===== src/rtl/dpa_pkg.sv =====
package dpa_pkg;
    localparam int BYTE_LANES = 2;

    typedef enum logic [1:0] {
        ARB_IDLE       = 2'd0,
        ARB_LEFT_OWNS  = 2'd1,
        ARB_RIGHT_OWNS = 2'd2
    } arb_state_e;

    typedef enum logic [1:0] {
        WIN_NONE  = 2'd0,
        WIN_LEFT  = 2'd1,
        WIN_RIGHT = 2'd2
    } winner_e;
endpackage


===== src/rtl/dpa_port_track.sv =====
module dpa_port_track #(
    parameter int ADDR_W = 13
) (
    input  logic              clk,
    input  logic              rst_n,
    input  logic              sel,
    input  logic [ADDR_W-1:0] addr,
    output logic              sel_q,
    output logic              addr_held
);
    logic [ADDR_W-1:0] addr_q;

    always_ff @(posedge clk or negedge rst_n) begin
        if (!rst_n) begin
            sel_q  <= 1'b0;
            addr_q <= '0;
        end else begin
            sel_q  <= sel;
            addr_q <= addr;
        end
    end

    assign addr_held = (addr == addr_q);
endmodule


===== src/rtl/dpa_arb_fsm.sv =====
module dpa_arb_fsm
    import dpa_pkg::*;
(
    input  logic clk,
    input  logic rst_n,
    input  logic master_mode,
    input  logic l_sel,
    input  logic r_sel,
    input  logic conflict,
    input  logic l_sel_q,
    input  logic r_sel_q,
    input  logic l_addr_held,
    input  logic r_addr_held,
    output logic arb_l_busy_n,
    output logic arb_r_busy_n
);
    arb_state_e state_q, state_d;
    winner_e    pick, win;
    logic       left_done, right_done, free;

    // Ordering of a fresh collision: address arrival when both were
    // already selected, select arrival otherwise, ties to the left.
    always_comb begin
        pick = WIN_LEFT;
        if (l_sel_q && r_sel_q) begin
            if (!l_addr_held && r_addr_held) pick = WIN_RIGHT;
        end else if (r_sel_q && !l_sel_q) begin
            pick = WIN_RIGHT;
        end
    end

    assign left_done  = !l_sel || !l_addr_held || !conflict;
    assign right_done = !r_sel || !r_addr_held || !conflict;

    always_comb begin
        unique case (state_q)
            ARB_IDLE:       free = 1'b1;
            ARB_LEFT_OWNS:  free = left_done;
            ARB_RIGHT_OWNS: free = right_done;
            default:        free = 1'b1;
        endcase
        if (!master_mode)  win = WIN_NONE;
        else if (free)     win = conflict ? pick : WIN_NONE;
        else if (state_q == ARB_LEFT_OWNS) win = WIN_LEFT;
        else               win = WIN_RIGHT;
    end

    // Outputs and next state
    always_comb begin
        unique case (win)
            WIN_LEFT:  state_d = ARB_LEFT_OWNS;
            WIN_RIGHT: state_d = ARB_RIGHT_OWNS;
            default:   state_d = ARB_IDLE;
        endcase
        arb_l_busy_n = (win != WIN_RIGHT);
        arb_r_busy_n = (win != WIN_LEFT);
    end

    // State register
    always_ff @(posedge clk or negedge rst_n) begin
        if (!rst_n) state_q <= ARB_IDLE;
        else        state_q <= state_d;
    end

    p_strap_idle_r8: assert property (@(posedge clk) disable iff (!rst_n)
        !master_mode |=> (state_q == ARB_IDLE));
endmodule


===== src/rtl/dpa_wr_gate.sv =====
module dpa_wr_gate #(
    parameter int LANES = 2
) (
    input  logic             sel,
    input  logic             wr,
    input  logic [LANES-1:0] be_n,
    input  logic             busy_n,
    output logic [LANES-1:0] lane_we,
    output logic             blocked
);
    logic go;
    assign go      = sel && wr && busy_n;
    assign blocked = sel && wr && !busy_n;

    for (genvar i = 0; i < LANES; i++) begin : g_lane
        assign lane_we[i] = go && !be_n[i];
    end
endmodule


===== src/rtl/dpa_busy_arbiter.sv =====
module dpa_busy_arbiter
    import dpa_pkg::*;
#(
    parameter int ADDR_W = 13
) (
    input  logic                  clk,
    input  logic                  rst_n,
    input  logic                  master_mode,
    input  logic                  l_sel_n,
    input  logic                  l_wr_n,
    input  logic                  l_ub_n,
    input  logic                  l_lb_n,
    input  logic [ADDR_W-1:0]     l_addr,
    input  logic                  r_sel_n,
    input  logic                  r_wr_n,
    input  logic                  r_ub_n,
    input  logic                  r_lb_n,
    input  logic [ADDR_W-1:0]     r_addr,
    input  logic                  l_busy_in_n,
    input  logic                  r_busy_in_n,
    output logic                  l_busy_n,
    output logic                  r_busy_n,
    output logic                  l_wr_block,
    output logic                  r_wr_block,
    output logic [BYTE_LANES-1:0] l_lane_we,
    output logic [BYTE_LANES-1:0] r_lane_we
);
    logic l_sel, r_sel, conflict;
    logic l_sel_q, r_sel_q, l_addr_held, r_addr_held;
    logic arb_l_busy_n, arb_r_busy_n;

    assign l_sel    = !l_sel_n;
    assign r_sel    = !r_sel_n;
    assign conflict = l_sel && r_sel && (l_addr == r_addr);

    dpa_port_track #(.ADDR_W(ADDR_W)) u_track_l (
        .clk(clk), .rst_n(rst_n), .sel(l_sel), .addr(l_addr),
        .sel_q(l_sel_q), .addr_held(l_addr_held)
    );
    dpa_port_track #(.ADDR_W(ADDR_W)) u_track_r (
        .clk(clk), .rst_n(rst_n), .sel(r_sel), .addr(r_addr),
        .sel_q(r_sel_q), .addr_held(r_addr_held)
    );

    dpa_arb_fsm u_fsm (
        .clk(clk), .rst_n(rst_n), .master_mode(master_mode),
        .l_sel(l_sel), .r_sel(r_sel), .conflict(conflict),
        .l_sel_q(l_sel_q), .r_sel_q(r_sel_q),
        .l_addr_held(l_addr_held), .r_addr_held(r_addr_held),
        .arb_l_busy_n(arb_l_busy_n), .arb_r_busy_n(arb_r_busy_n)
    );

    assign l_busy_n = master_mode ? arb_l_busy_n : l_busy_in_n;
    assign r_busy_n = master_mode ? arb_r_busy_n : r_busy_in_n;

    dpa_wr_gate #(.LANES(BYTE_LANES)) u_gate_l (
        .sel(l_sel), .wr(!l_wr_n), .be_n({l_ub_n, l_lb_n}), .busy_n(l_busy_n),
        .lane_we(l_lane_we), .blocked(l_wr_block)
    );
    dpa_wr_gate #(.LANES(BYTE_LANES)) u_gate_r (
        .sel(r_sel), .wr(!r_wr_n), .be_n({r_ub_n, r_lb_n}), .busy_n(r_busy_n),
        .lane_we(r_lane_we), .blocked(r_wr_block)
    );

    p_apart_quiet_r1: assert property (@(posedge clk) disable iff (!rst_n)
        (master_mode && !conflict) |-> (l_busy_n && r_busy_n));

    p_tie_left_r4: assert property (@(posedge clk) disable iff (!rst_n)
        (master_mode && conflict && !l_sel_q && !r_sel_q) |-> (l_busy_n && !r_busy_n));

    p_loser_no_write_r5: assert property (@(posedge clk) disable iff (!rst_n)
        (!l_busy_n || !r_busy_n) |->
            ((l_busy_n || l_lane_we == '0) && (r_busy_n || r_lane_we == '0)));

    p_grant_hold_r6: assert property (@(posedge clk) disable iff (!rst_n)
        (master_mode && !r_busy_n) |=>
            (!(master_mode && conflict && l_addr_held) || !r_busy_n));

    p_slave_block_r8: assert property (@(posedge clk) disable iff (!rst_n)
        (!master_mode && !l_busy_in_n) |-> (l_lane_we == '0));

    p_read_quiet_r10: assert property (@(posedge clk) disable iff (!rst_n)
        l_wr_n |-> (l_lane_we == '0 && !l_wr_block));
endmodule


===== config.mk =====
export PLATFORM = sky130hd
export DESIGN_NAME = dpa_busy_arbiter
export DESIGN_NICKNAME = d
export VERILOG_FILES = /design/src/rtl/dpa_pkg.sv /design/src/rtl/dpa_port_track.sv /design/src/rtl/dpa_arb_fsm.sv /design/src/rtl/dpa_wr_gate.sv /design/src/rtl/dpa_busy_arbiter.sv
export SDC_FILE = /design/constraint.sdc
export NUM_CORES = 1
export LEC_CHECK = 0
export ABC_CLOCK_PERIOD_IN_PS = 4200
export CAP_MARGIN = 20
export CORE_ASPECT_RATIO = 0.6
export CORE_UTILIZATION = 45
export DETAILED_ROUTE_END_ITERATION = 10
export PLACE_DENSITY = 0.86
export SYNTH_ARGS = -nofsm -noshare
export SYNTH_HDL_FRONTEND = slang
export SYNTH_SLANG_ARGS = --single-unit

===== constraint.sdc =====
create_clock -name clk -period 4.2 [get_ports clk]
set_input_delay 0.84 -clock clk [delete_from_list [all_inputs] [get_ports clk]]
set_output_delay 0.84 -clock clk [all_outputs]
set_load 0.02 [all_outputs]

==> impl_metrics.env, run 1 <==
export IMPL_io_pins=47
export IMPL_vias=1238
export IMPL_grt_overflow=0
export IMPL_synthFlopType="dfrtp_1"
export IMPL_relSlewSlack_pct=75.1
export IMPL_netSwitchingPower_uw=163
export IMPL_cts_sinks=30
export IMPL_area_growth_synth_to_final_pct=51.5
export IMPL_synth_top_cell_by_area="dfrtp_1"
export IMPL_ant_nets=0
export IMPL_crit_buf_inv=4
export IMPL_ys_async_sr_fraction_pct=100
export IMPL_insertion_delay_ns=0.28
export IMPL_pwr_density_cell_nw_per_um2=294
export IMPL_internal_power_uw=483
export IMPL_critPathMaxStageDelay_ns=0.45
export IMPL_grt_pass1_vias=1287
export IMPL_drive_above_1_share_pct=21.8
export IMPL_path_cells="clkdlybuf4s50_1, xor2_1, nor4_2, buf_4, nand4_1, o22a_1, and4b_1, buf_4, o21ba_1, dlygate4sd2_1"
export IMPL_start_util_pct=48.9
export IMPL_numCtsBuffers=5
export IMPL_antenna_found_initial=0
export IMPL_drt_pass1_iterations=4
export IMPL_path_delay_family="buffers and inverters"
export IMPL_port_buffers=46
export IMPL_clk_pin_slew_ns=0.06
export IMPL_finalInstanceArea_um2=2200
export IMPL_htree_levels=2
export IMPL_antenna_cells=0
export IMPL_die_w_um=75.3
export IMPL_yosys_top_cells_area="dfrtp_1, xor2_1, nor4_1"
export IMPL_grt_max_degree=31
export IMPL_hp_class="reg2reg"
export IMPL_cp_slowest_cell="clkdlybuf4s50_1"
export IMPL_start_kind="input port"
export IMPL_grt_first_pass_wirelength_um=5800
export IMPL_synth_most_common_cell="xor2_1"
export IMPL_cts_root_buf="clkbuf_8"
export IMPL_drt_total_wl_um=3880
export IMPL_grt_total_usage_pct=25.1
export IMPL_synth_common_cells="xor2_1, dfrtp_1, nor4_1, nor2_1, inv_1"
export IMPL_avgSynthCellArea_um2=11.8
export IMPL_cp_max_fo=3
export IMPL_dieArea_um2=3460
export IMPL_cp_depth=10
export IMPL_routed_via_density=5.18
export IMPL_yosysSeqAreaShare_pct=51.8
export IMPL_fin_nets=238
export IMPL_dp_hpwl_um=2980
export IMPL_synthCells=123
export IMPL_grt_setup_unrepaired="no"
export IMPL_core_area_um2=2970
export IMPL_synth_fp_nets=164
export IMPL_r2r_end="u_fsm.state_q[1]$_DFF_PN0_"
export IMPL_place_congestion=0.816
export IMPL_synth_edff_count=0
export IMPL_post_route_util_pct=74.1
export IMPL_power_frac_clock_pct=32.6
export IMPL_combPwrFrac_pct=19.5
export IMPL_cp_end_kind="primary output"
export IMPL_arrival_ns=3.26
export IMPL_ys_seq_elements=30
export IMPL_reg2regPathDepth=8
export IMPL_switching_share_pct=25.2
export IMPL_synth_cell_area_um2=1450
export IMPL_layout_min_cycle_time_ns=4.10
export IMPL_fmax_mhz=244
export IMPL_cp_startpoint="l_addr[1]"
export IMPL_cts_tree="done"
export IMPL_tightest_slew_ns=0.374
export IMPL_synth_cell_types=26
export IMPL_dieHeight_um=46.0
export IMPL_ir_drop_v=0.000225
export IMPL_cp_common_cell="buf_4"
export IMPL_drt_initial_drc_count=70
export IMPL_synth_top_area_share_pct=51.8
export IMPL_yosysWarnings=0
export IMPL_r2r_slack_ns=2.23
export IMPL_fin_crit_sh_pct=97.6
export IMPL_placed_cell_area_um2=2110
export IMPL_critPathRequiredTime_ns=3.36
export IMPL_setup_viol=0
export IMPL_drc=0
export IMPL_maxSlewViolCount=0
export IMPL_drv_cap=0
export IMPL_hold_viol=0
export IMPL_crit_path_end="l_wr_block"
export IMPL_r2r_start="u_track_l.addr_q[1]$_DFF_PN0_"
export IMPL_p_leak_uw=0.000964
export IMPL_run_status="finished clean"
export IMPL_fin_skew_ns=0.00211
export IMPL_clockBufferDepth=2
export IMPL_crit_type="in2out"
export IMPL_worstHoldStart="u_track_l.sel_q$_DFF_PN0_"
export IMPL_placementRows=15
export IMPL_fin_hold_ws_ns=0.707
export IMPL_hold_buffers=0
export IMPL_wl_per_cell_um=16.2
export IMPL_seqPwrFrac_pct=47.9
export IMPL_setup_tns_ns=0
export IMPL_hold_depth=2
==> worst register-to-register path, stage by stage, from the launching register on <==
cell and delay, ns:
dfrtp_1 0.37, xor2_1 0.16, nor4_2 0.31, buf_4 0.17, nand4_1 0.17, buf_4 0.20, o221ai_2 0.21, o22ai_1 0.11
and2_1 0.16
==> stage by stage <==
step	instances	setup WS (ns)	power (uW)
3_5_place_dp	230	-0.331	439
5_1_grt	239	0.00464	678
2_1_floorplan	123	0.666	356
6_report	239	0.102	645
4_1_cts	238	0.0144	652
3_3_place_gp	230	-0.204	433
==> layer usage <==
layer	wire length [um]	track usage [%]	part of all wire, %
met1	1610	28.6	41
met2	1830	41.4	47
met3	283	9.96	7.3
met4	165	13.0	4.3
met5	0	0	0
==> registers in the layout, summed over array words and instances, names as in the netlist <==
register          cells
u_track_l.sel_q       1
u_track_l.addr_q     13
u_track_r.sel_q       1
u_track_r.addr_q     13
u_fsm.state_q         2
==> cells by family (layout without fill, tap and decap cells) <==
group	Yosys count	count (layout)	share of synthesized area, %
AND/OR/NAND/NOR	38	38	15.6
adder cells (fa/ha/maj)	2	2	1.73
flip-flops	30	30	51.8
XOR/XNOR	39	39	23.6
AO/OA/AOI/OAI	9	9	6.04
buffers and inverters	5	79	1.29
==> worst min-delay path by stage <==
stage               slack [ns]                         end
finish                    0.71  u_fsm.state_q[0]$_DFF_PN0_
global route              0.72  u_fsm.state_q[0]$_DFF_PN0_
CTS                       0.70  u_fsm.state_q[0]$_DFF_PN0_
detailed placement        0.69  u_fsm.state_q[0]$_DFF_PN0_
global placement          0.68  u_fsm.state_q[0]$_DFF_PN0_
floorplan                 0.54  u_fsm.state_q[0]$_DFF_PN0_
==> area by class of cell <==
| type | count | area (um2) |
|---|---|---|
| flip-flops and latches | 30 | 751 |
| inverters | 5 | 18.8 |
| repair buffers | 67 | 593 |
| clock buffers | 7 | 76.3 |
| well taps | 42 | 52.6 |
| multi-input cells | 88 | 706 |
| fillers | 220 | 768 |
==> layout by cell type, fill, tap and decap left out, types with 2 or more instances in the layout <==
cell type | Yosys | layout
clkdlybuf4s50_1 | 0 | 38
clkbuf_8 | 0 | 5
or3_1 | 2 | 2
nor2_1 | 7 | 7
xor2_1 | 37 | 37
xnor2_1 | 2 | 2
inv_1 | 5 | 5
clkbuf_2 | 0 | 4
or2_2 | 2 | 2
dlygate4sd2_1 | 0 | 4
o21ba_1 | 2 | 2
nand2_1 | 4 | 4
nor4_1 | 13 | 10
o22ai_1 | 2 | 2
dfrtp_1 | 30 | 30
nand4_1 | 2 | 2
nor4_2 | 1 | 4
buf_4 | 0 | 21
clkbuf_1 | 0 | 2
ha_1 | 2 | 2
==> what timing repair did <==
action,4_1_cts,5_1_grt
setup buffers,1,1
endpoints found under the setup margin,8,7
pin swaps,1,2
resized for setup,12,11
==> power groups by stage <==
| stage | registers (uW) | clock network (uW) | logic [uW] |
|---|---|---|---|
| floorplan | 313 | 0 | 43.3 |
| global placement | 313 | 0 | 119 |
| detailed placement | 314 | 0 | 124 |
| CTS | 309 | 217 | 126 |
| global route | 310 | 233 | 135 |
| finish | 309 | 210 | 126 |
(Power assumes the default switching activity.)
==> run 2, diff against run 1 <==
- ABC_CLOCK_PERIOD_IN_PS: 4200 -> default
- GPL_TIMING_DRIVEN: default -> 0
==> run 2 against run 1 <==
Combinational power down 6%. Count of clock-buffer cells in the layout unchanged. Critical path depth down 1. Non-clock buffer count down 17. Largest cell class unchanged. Sequential share of layout area up 1.7 points. Highest routed layer unchanged. Power down 0.96%. Wire length down 5.7%. Global-route usage down 1.7 points. Clock skew up 0.0046 ns.
==> impl_metrics.env, run 2 (synthesis gave the netlist of run 1 again) <==
export IMPL_run_status="finished clean"
export IMPL_dp_hpwl_um=2700
export IMPL_netSwitchingPower_uw=162
export IMPL_internal_power_uw=477
export IMPL_r2r_end="u_fsm.state_q[1]$_DFF_PN0_"
export IMPL_placementRows=15
export IMPL_dieArea_um2=3460
export IMPL_relSlewSlack_pct=63.5
export IMPL_wl_met3_um=271
export IMPL_crit_type="in2out"
export IMPL_cts_root_buf="clkbuf_8"
export IMPL_routed_wl_met2_um=1690
export IMPL_cp_max_fo=4
export IMPL_clockBufferDepth=2
export IMPL_core_area_um2=2970
export IMPL_grt_pass1_vias=1169
export IMPL_start_util_pct=48.9
export IMPL_htree_levels=2
export IMPL_maxSlewViolCount=0
export IMPL_m1WireLength_um=1630
export IMPL_switching_share_pct=25.4
export IMPL_final_common_cell="clkdlybuf4s50_1"
export IMPL_vias=1174
export IMPL_r2r_start="u_track_l.addr_q[1]$_DFF_PN0_"
export IMPL_arrival_ns=3.27
export IMPL_place_congestion=0.906
export IMPL_drive_above_1_share_pct=16.1
export IMPL_top_layer="met4"
export IMPL_setup_viol=0
export IMPL_tightest_slew_ns=0.546
export IMPL_grt_first_pass_wirelength_um=5610
export IMPL_grt_total_usage_pct=23.3
export IMPL_drv_cap=0
export IMPL_cts_sinks=30
export IMPL_fin_nets=221
export IMPL_fmax_mhz=243
export IMPL_cp_end_kind="primary output"
export IMPL_crit_path_end="l_lane_we[0]"
export IMPL_grt_max_degree=22
export IMPL_pwr_density_cell_nw_per_um2=305
export IMPL_p_leak_uw=0.000885
export IMPL_layout_min_cycle_time_ns=4.11
export IMPL_combPwrFrac_pct=18.5
export IMPL_routed_via_density=5.29
export IMPL_num_fill_cells=235
export IMPL_fin_crit_sh_pct=97.8
export IMPL_die_w_um=75.3
export IMPL_grt_setup_unrepaired="no"
export IMPL_hp_class="reg2reg"
export IMPL_dieHeight_um=46.0
export IMPL_wl_per_cell_um=16.5
export IMPL_setup_tns_ns=0
export IMPL_start_kind="input port"
export IMPL_grt_overflow=0
export IMPL_fin_skew_ns=0.00670
export IMPL_seqPwrFrac_pct=48.3
export IMPL_finalInstanceArea_um2=2090
export IMPL_insertion_delay_ns=0.28
export IMPL_reg2regPathDepth=7
export IMPL_cp_startpoint="l_addr[6]"
export IMPL_power_frac_clock_pct=33.2
export IMPL_drc=0
export IMPL_drt_pass1_iterations=4
export IMPL_reg_top3="u_track_l.addr_q x13, u_track_r.addr_q x13, u_fsm.state_q x2"
export IMPL_ir_drop_v=0.000245
export IMPL_antenna_cells=0
export IMPL_cts_tree="done"
export IMPL_numCtsBuffers=5
export IMPL_hold_viol=0
export IMPL_ant_nets=0
export IMPL_drt_total_wl_um=3660
export IMPL_final_cell_mix="clkdlybuf4s50_1, xor2_1, dfrtp_1"
export IMPL_drt_initial_drc_count=87
export IMPL_r2r_slack_ns=2.25
export IMPL_clk_pin_slew_ns=0.06
export IMPL_critPathRequiredTime_ns=3.36
export IMPL_area_growth_synth_to_final_pct=44.3
export IMPL_antenna_found_initial=0
export IMPL_port_buffers=46
export IMPL_placed_cell_area_um2=1990
export IMPL_io_pins=47
[run 2: layout make-up]
class                      count  area [um2]  area share [%]
inverter                       5        18.8           0.897
clock buffer                   7        76.3            3.65
timing repair buffer          50         482            23.0
sequential                    30         751            35.9
tap                           42        52.6            2.51
multi-input combinational     88         713            34.1
[run 2: per-layer routing]
metal  vias to the layer above  GRT usage, %
li1                        543             -
met1                       558          29.7
met2                        60          37.5
met3                        13          7.96
met4                         0          8.15
met5                         -             0
[run 2: critical path: stages]
cell and delay (ns):
clkdlybuf4s50_1 0.47, xor2_1 0.20, nor4_2 0.40, buf_4 0.18, and4_2 0.21, o21a_2 0.17, and4b_2 0.27, nor4_1 0.31
clkbuf_2 0.23
[run 2: worst min path at each step]
stage,startpoint,to,slack [ns],depth (start not counted)
floorplan,rst_n,u_fsm.state_q[0]$_DFF_PN0_,0.54,0
global placement,u_track_l.sel_q$_DFF_PN0_,u_fsm.state_q[0]$_DFF_PN0_,0.69,2
detailed placement,u_track_l.sel_q$_DFF_PN0_,u_fsm.state_q[0]$_DFF_PN0_,0.71,2
CTS,u_track_l.sel_q$_DFF_PN0_,u_fsm.state_q[0]$_DFF_PN0_,0.72,2
global route,u_track_l.sel_q$_DFF_PN0_,u_fsm.state_q[0]$_DFF_PN0_,0.74,2
finish,u_track_l.sel_q$_DFF_PN0_,u_fsm.state_q[1]$_DFF_PN0_,0.73,3
[run 2: power groups by stage]
stage	combinational, uW	sequential [uW]	clock [uW]
2_1_floorplan	43.3	313	0
3_3_place_gp	108	313	0
3_5_place_dp	115	314	0
4_1_cts	118	309	214
5_1_grt	128	310	230
6_report	118	309	212
[run 2: stage by stage]
step	cells	utilization [%]	worst slack, ns	hold WS [ns]	power [uW]
after CTS	222	71.2	0.00105	0.717	641
after global routing	222	70.6	0.0156	0.743	667
final	222	70.6	0.0920	0.725	639
after global placement	211	66.2	-0.251	0.692	421
after detailed placement	212	67.1	-0.386	0.710	429
after floorplan	123	-	0.666	0.544	356
[run 2: timing repair]
| item | CTS | global route |
|---|---|---|
| pin swaps | 3 | 2 |
| hold buffers | 0 | 0 |
| setup endpoints to repair | 8 | 5 |
| buffers inserted | 3 | 0 |
| resized for setup | 14 | 15 |
| cloned | 0 | 0 |
==> run 3, diff against run 2 <==
- clock period: 4.2 -> 4.45 ns (I/O delays scaled with it)
==> run 3 against run 2 <==
Register-to-register slack improved by 0.26 ns. Count of clock-buffer cells in the layout did not move. Non-clock buffer count down 2.
==> impl_metrics.env, run 3 (synthesis gave the netlist of run 1 again) <==
export IMPL_run_status="finished clean"
export IMPL_drt_pass1_iterations=4
export IMPL_clockBufferDepth=2
export IMPL_grt_pass1_vias=1144
export IMPL_drc=0
export IMPL_io_pins=47
export IMPL_final_common_cell="clkdlybuf4s50_1"
export IMPL_r2r_slack_ns=2.51
export IMPL_antenna_cells=0
export IMPL_numCtsBuffers=5
export IMPL_r2r_end="u_fsm.state_q[0]$_DFF_PN0_"
export IMPL_worstHoldStart="u_track_l.sel_q$_DFF_PN0_"
export IMPL_cts_sinks=30
export IMPL_crit_path_end="l_lane_we[0]"
export IMPL_dieArea_um2=3460
export IMPL_cts_tree="done"
export IMPL_wl_per_cell_um=16.9
export IMPL_critPathMaxStageDelay_ns=0.50
export IMPL_hold_buffers=0
export IMPL_hp_class="reg2reg"
export IMPL_clk_pin_slew_ns=0.06
export IMPL_crit_type="in2out"
export IMPL_drv_cap=0
export IMPL_core_area_um2=2970
export IMPL_maxSlewViolCount=0
export IMPL_grt_first_pass_wirelength_um=5400
export IMPL_insertion_delay_ns=0.27
export IMPL_area_growth_synth_to_final_pct=46.7
export IMPL_grt_overflow=0
export IMPL_grt_max_degree=22
export IMPL_start_util_pct=48.9
export IMPL_power_uw=605
export IMPL_layout_min_cycle_time_ns=4.41
export IMPL_arrival_ns=3.52
export IMPL_fin_cells=220
export IMPL_drt_initial_drc_count=84
export IMPL_path_delay_family="simple AND/OR/NAND/NOR gates"
export IMPL_place_congestion=0.906
export IMPL_grt_total_usage_pct=22.6
export IMPL_drt_total_wl_um=3710
export IMPL_pwr_density_cell_nw_per_um2=284
export IMPL_reg2regPathDepth=5
export IMPL_final_cell_mix="clkdlybuf4s50_1, xor2_1, dfrtp_1"
export IMPL_cp_max_fo=4
export IMPL_vias=1150
export IMPL_crit_buf_inv=2
export IMPL_dieHeight_um=46.0
export IMPL_htree_levels=2
export IMPL_critPathRequiredTime_ns=3.56
export IMPL_cp_startpoint="l_addr[0]"
export IMPL_num_fill_cells=233
export IMPL_r2r_start="u_track_l.addr_q[1]$_DFF_PN0_"
export IMPL_fmax_mhz=227
export IMPL_fin_skew_ns=0.00738
export IMPL_hold_depth=2
export IMPL_die_w_um=75.3
export IMPL_p_leak_uw=0.000935
export IMPL_start_kind="input port"
export IMPL_ir_drop_v=0.000222
export IMPL_dp_cells=212
export IMPL_tightest_slew_ns=0.550
export IMPL_cp_slowest_cell="clkdlybuf4s50_1"
export IMPL_hold_viol=0
export IMPL_drive_above_1_share_pct=12.9
export IMPL_setup_viol=0
export IMPL_placementRows=15
export IMPL_routed_via_density=5.23
export IMPL_ant_nets=0
export IMPL_cp_depth=8
export IMPL_path_cells="clkdlybuf4s50_1, xor2_1, nor4_2, nand4_1, o22a_1, and4b_2, nor4_1, dlygate4sd2_1"
export IMPL_antenna_found_initial=0
export IMPL_fin_crit_sh_pct=99.0
export IMPL_port_buffers=46
export IMPL_dp_hpwl_um=2700
export IMPL_cts_root_buf="clkbuf_8"
export IMPL_relSlewSlack_pct=63.2
export IMPL_fin_nets=219
export IMPL_cp_end_kind="primary output"
export IMPL_reg_top3="u_track_l.addr_q x13, u_track_r.addr_q x13, u_fsm.state_q x2"
run 3: changes by cell type in the layout (fill, tap and decap cells not counted), sizes merged:
cell / previous run / this run
clkbuf: 11 / 7
dlymetal6s2s: 0 / 4
buf: 5 / 2
dlygate4sd1: 0 / 1
run 3: cell type report:
| type | count | area [um2] | area share [%] |
|---|---|---|---|
| Timing Repair Buffer | 48 | 500 | 23.5 |
| Sequential cell | 30 | 751 | 35.3 |
| Inverter | 5 | 18.8 | 0.882 |
| Clock buffer | 7 | 76.3 | 3.59 |
| Tap cell | 42 | 52.6 | 2.47 |
| Multi-Input combinational cell | 88 | 728 | 34.2 |
run 3: report_power, final:
group | switching [uW] | total (uW) | internal [uW]
clock network | 91.6 | 199 | 107
registers | 5.75 | 292 | 286
logic | 56.5 | 115 | 58.1
run 3: timing repair:
action | in CTS | in global routing
endpoints found under the setup margin | 8 | 5
gates resized for setup | 7 | 11
setup buffers | 0 | 1
pin swaps | 0 | 2
run 3: how the worst min path moves through the flow:
stage                                      end
global placement    u_fsm.state_q[0]$_DFF_PN0_
floorplan           u_fsm.state_q[0]$_DFF_PN0_
CTS                 u_fsm.state_q[0]$_DFF_PN0_
detailed placement  u_fsm.state_q[0]$_DFF_PN0_
finish              u_fsm.state_q[0]$_DFF_PN0_
global route        u_fsm.state_q[0]$_DFF_PN0_
run 3: through the flow:
stage	area, um2	utilization (%)	setup slack (ns)	setup TNS (ns)	hold WS (ns)
global placement	1960	66.2	-0.101	-0.299	0.692
global route	2130	71.7	-0.113	-0.291	0.741
floorplan	1450	-	0.816	0	0.594
finish	2130	71.7	0.0435	0	0.717
CTS	2080	70.2	0.0253	0	0.717
detailed placement	1990	67.1	-0.236	-0.761	0.710
run 3: worst min-delay path, cell delays in order (launching register included):
cell,delay (ns)
dfrtp_1,0.32
o21a_2,0.16
o221a_4,0.21
run 3: per-layer routing:
metal / up-vias / global-route usage (%) / share of wire (%)
li1: 539 / - / -
met1: 548 / 29.3 / 44
met2: 55 / 35.9 / 47
met3: 8 / 7.52 / 8.0
met4: 0 / 7.78 / 1.7
met5: - / 0 / 0
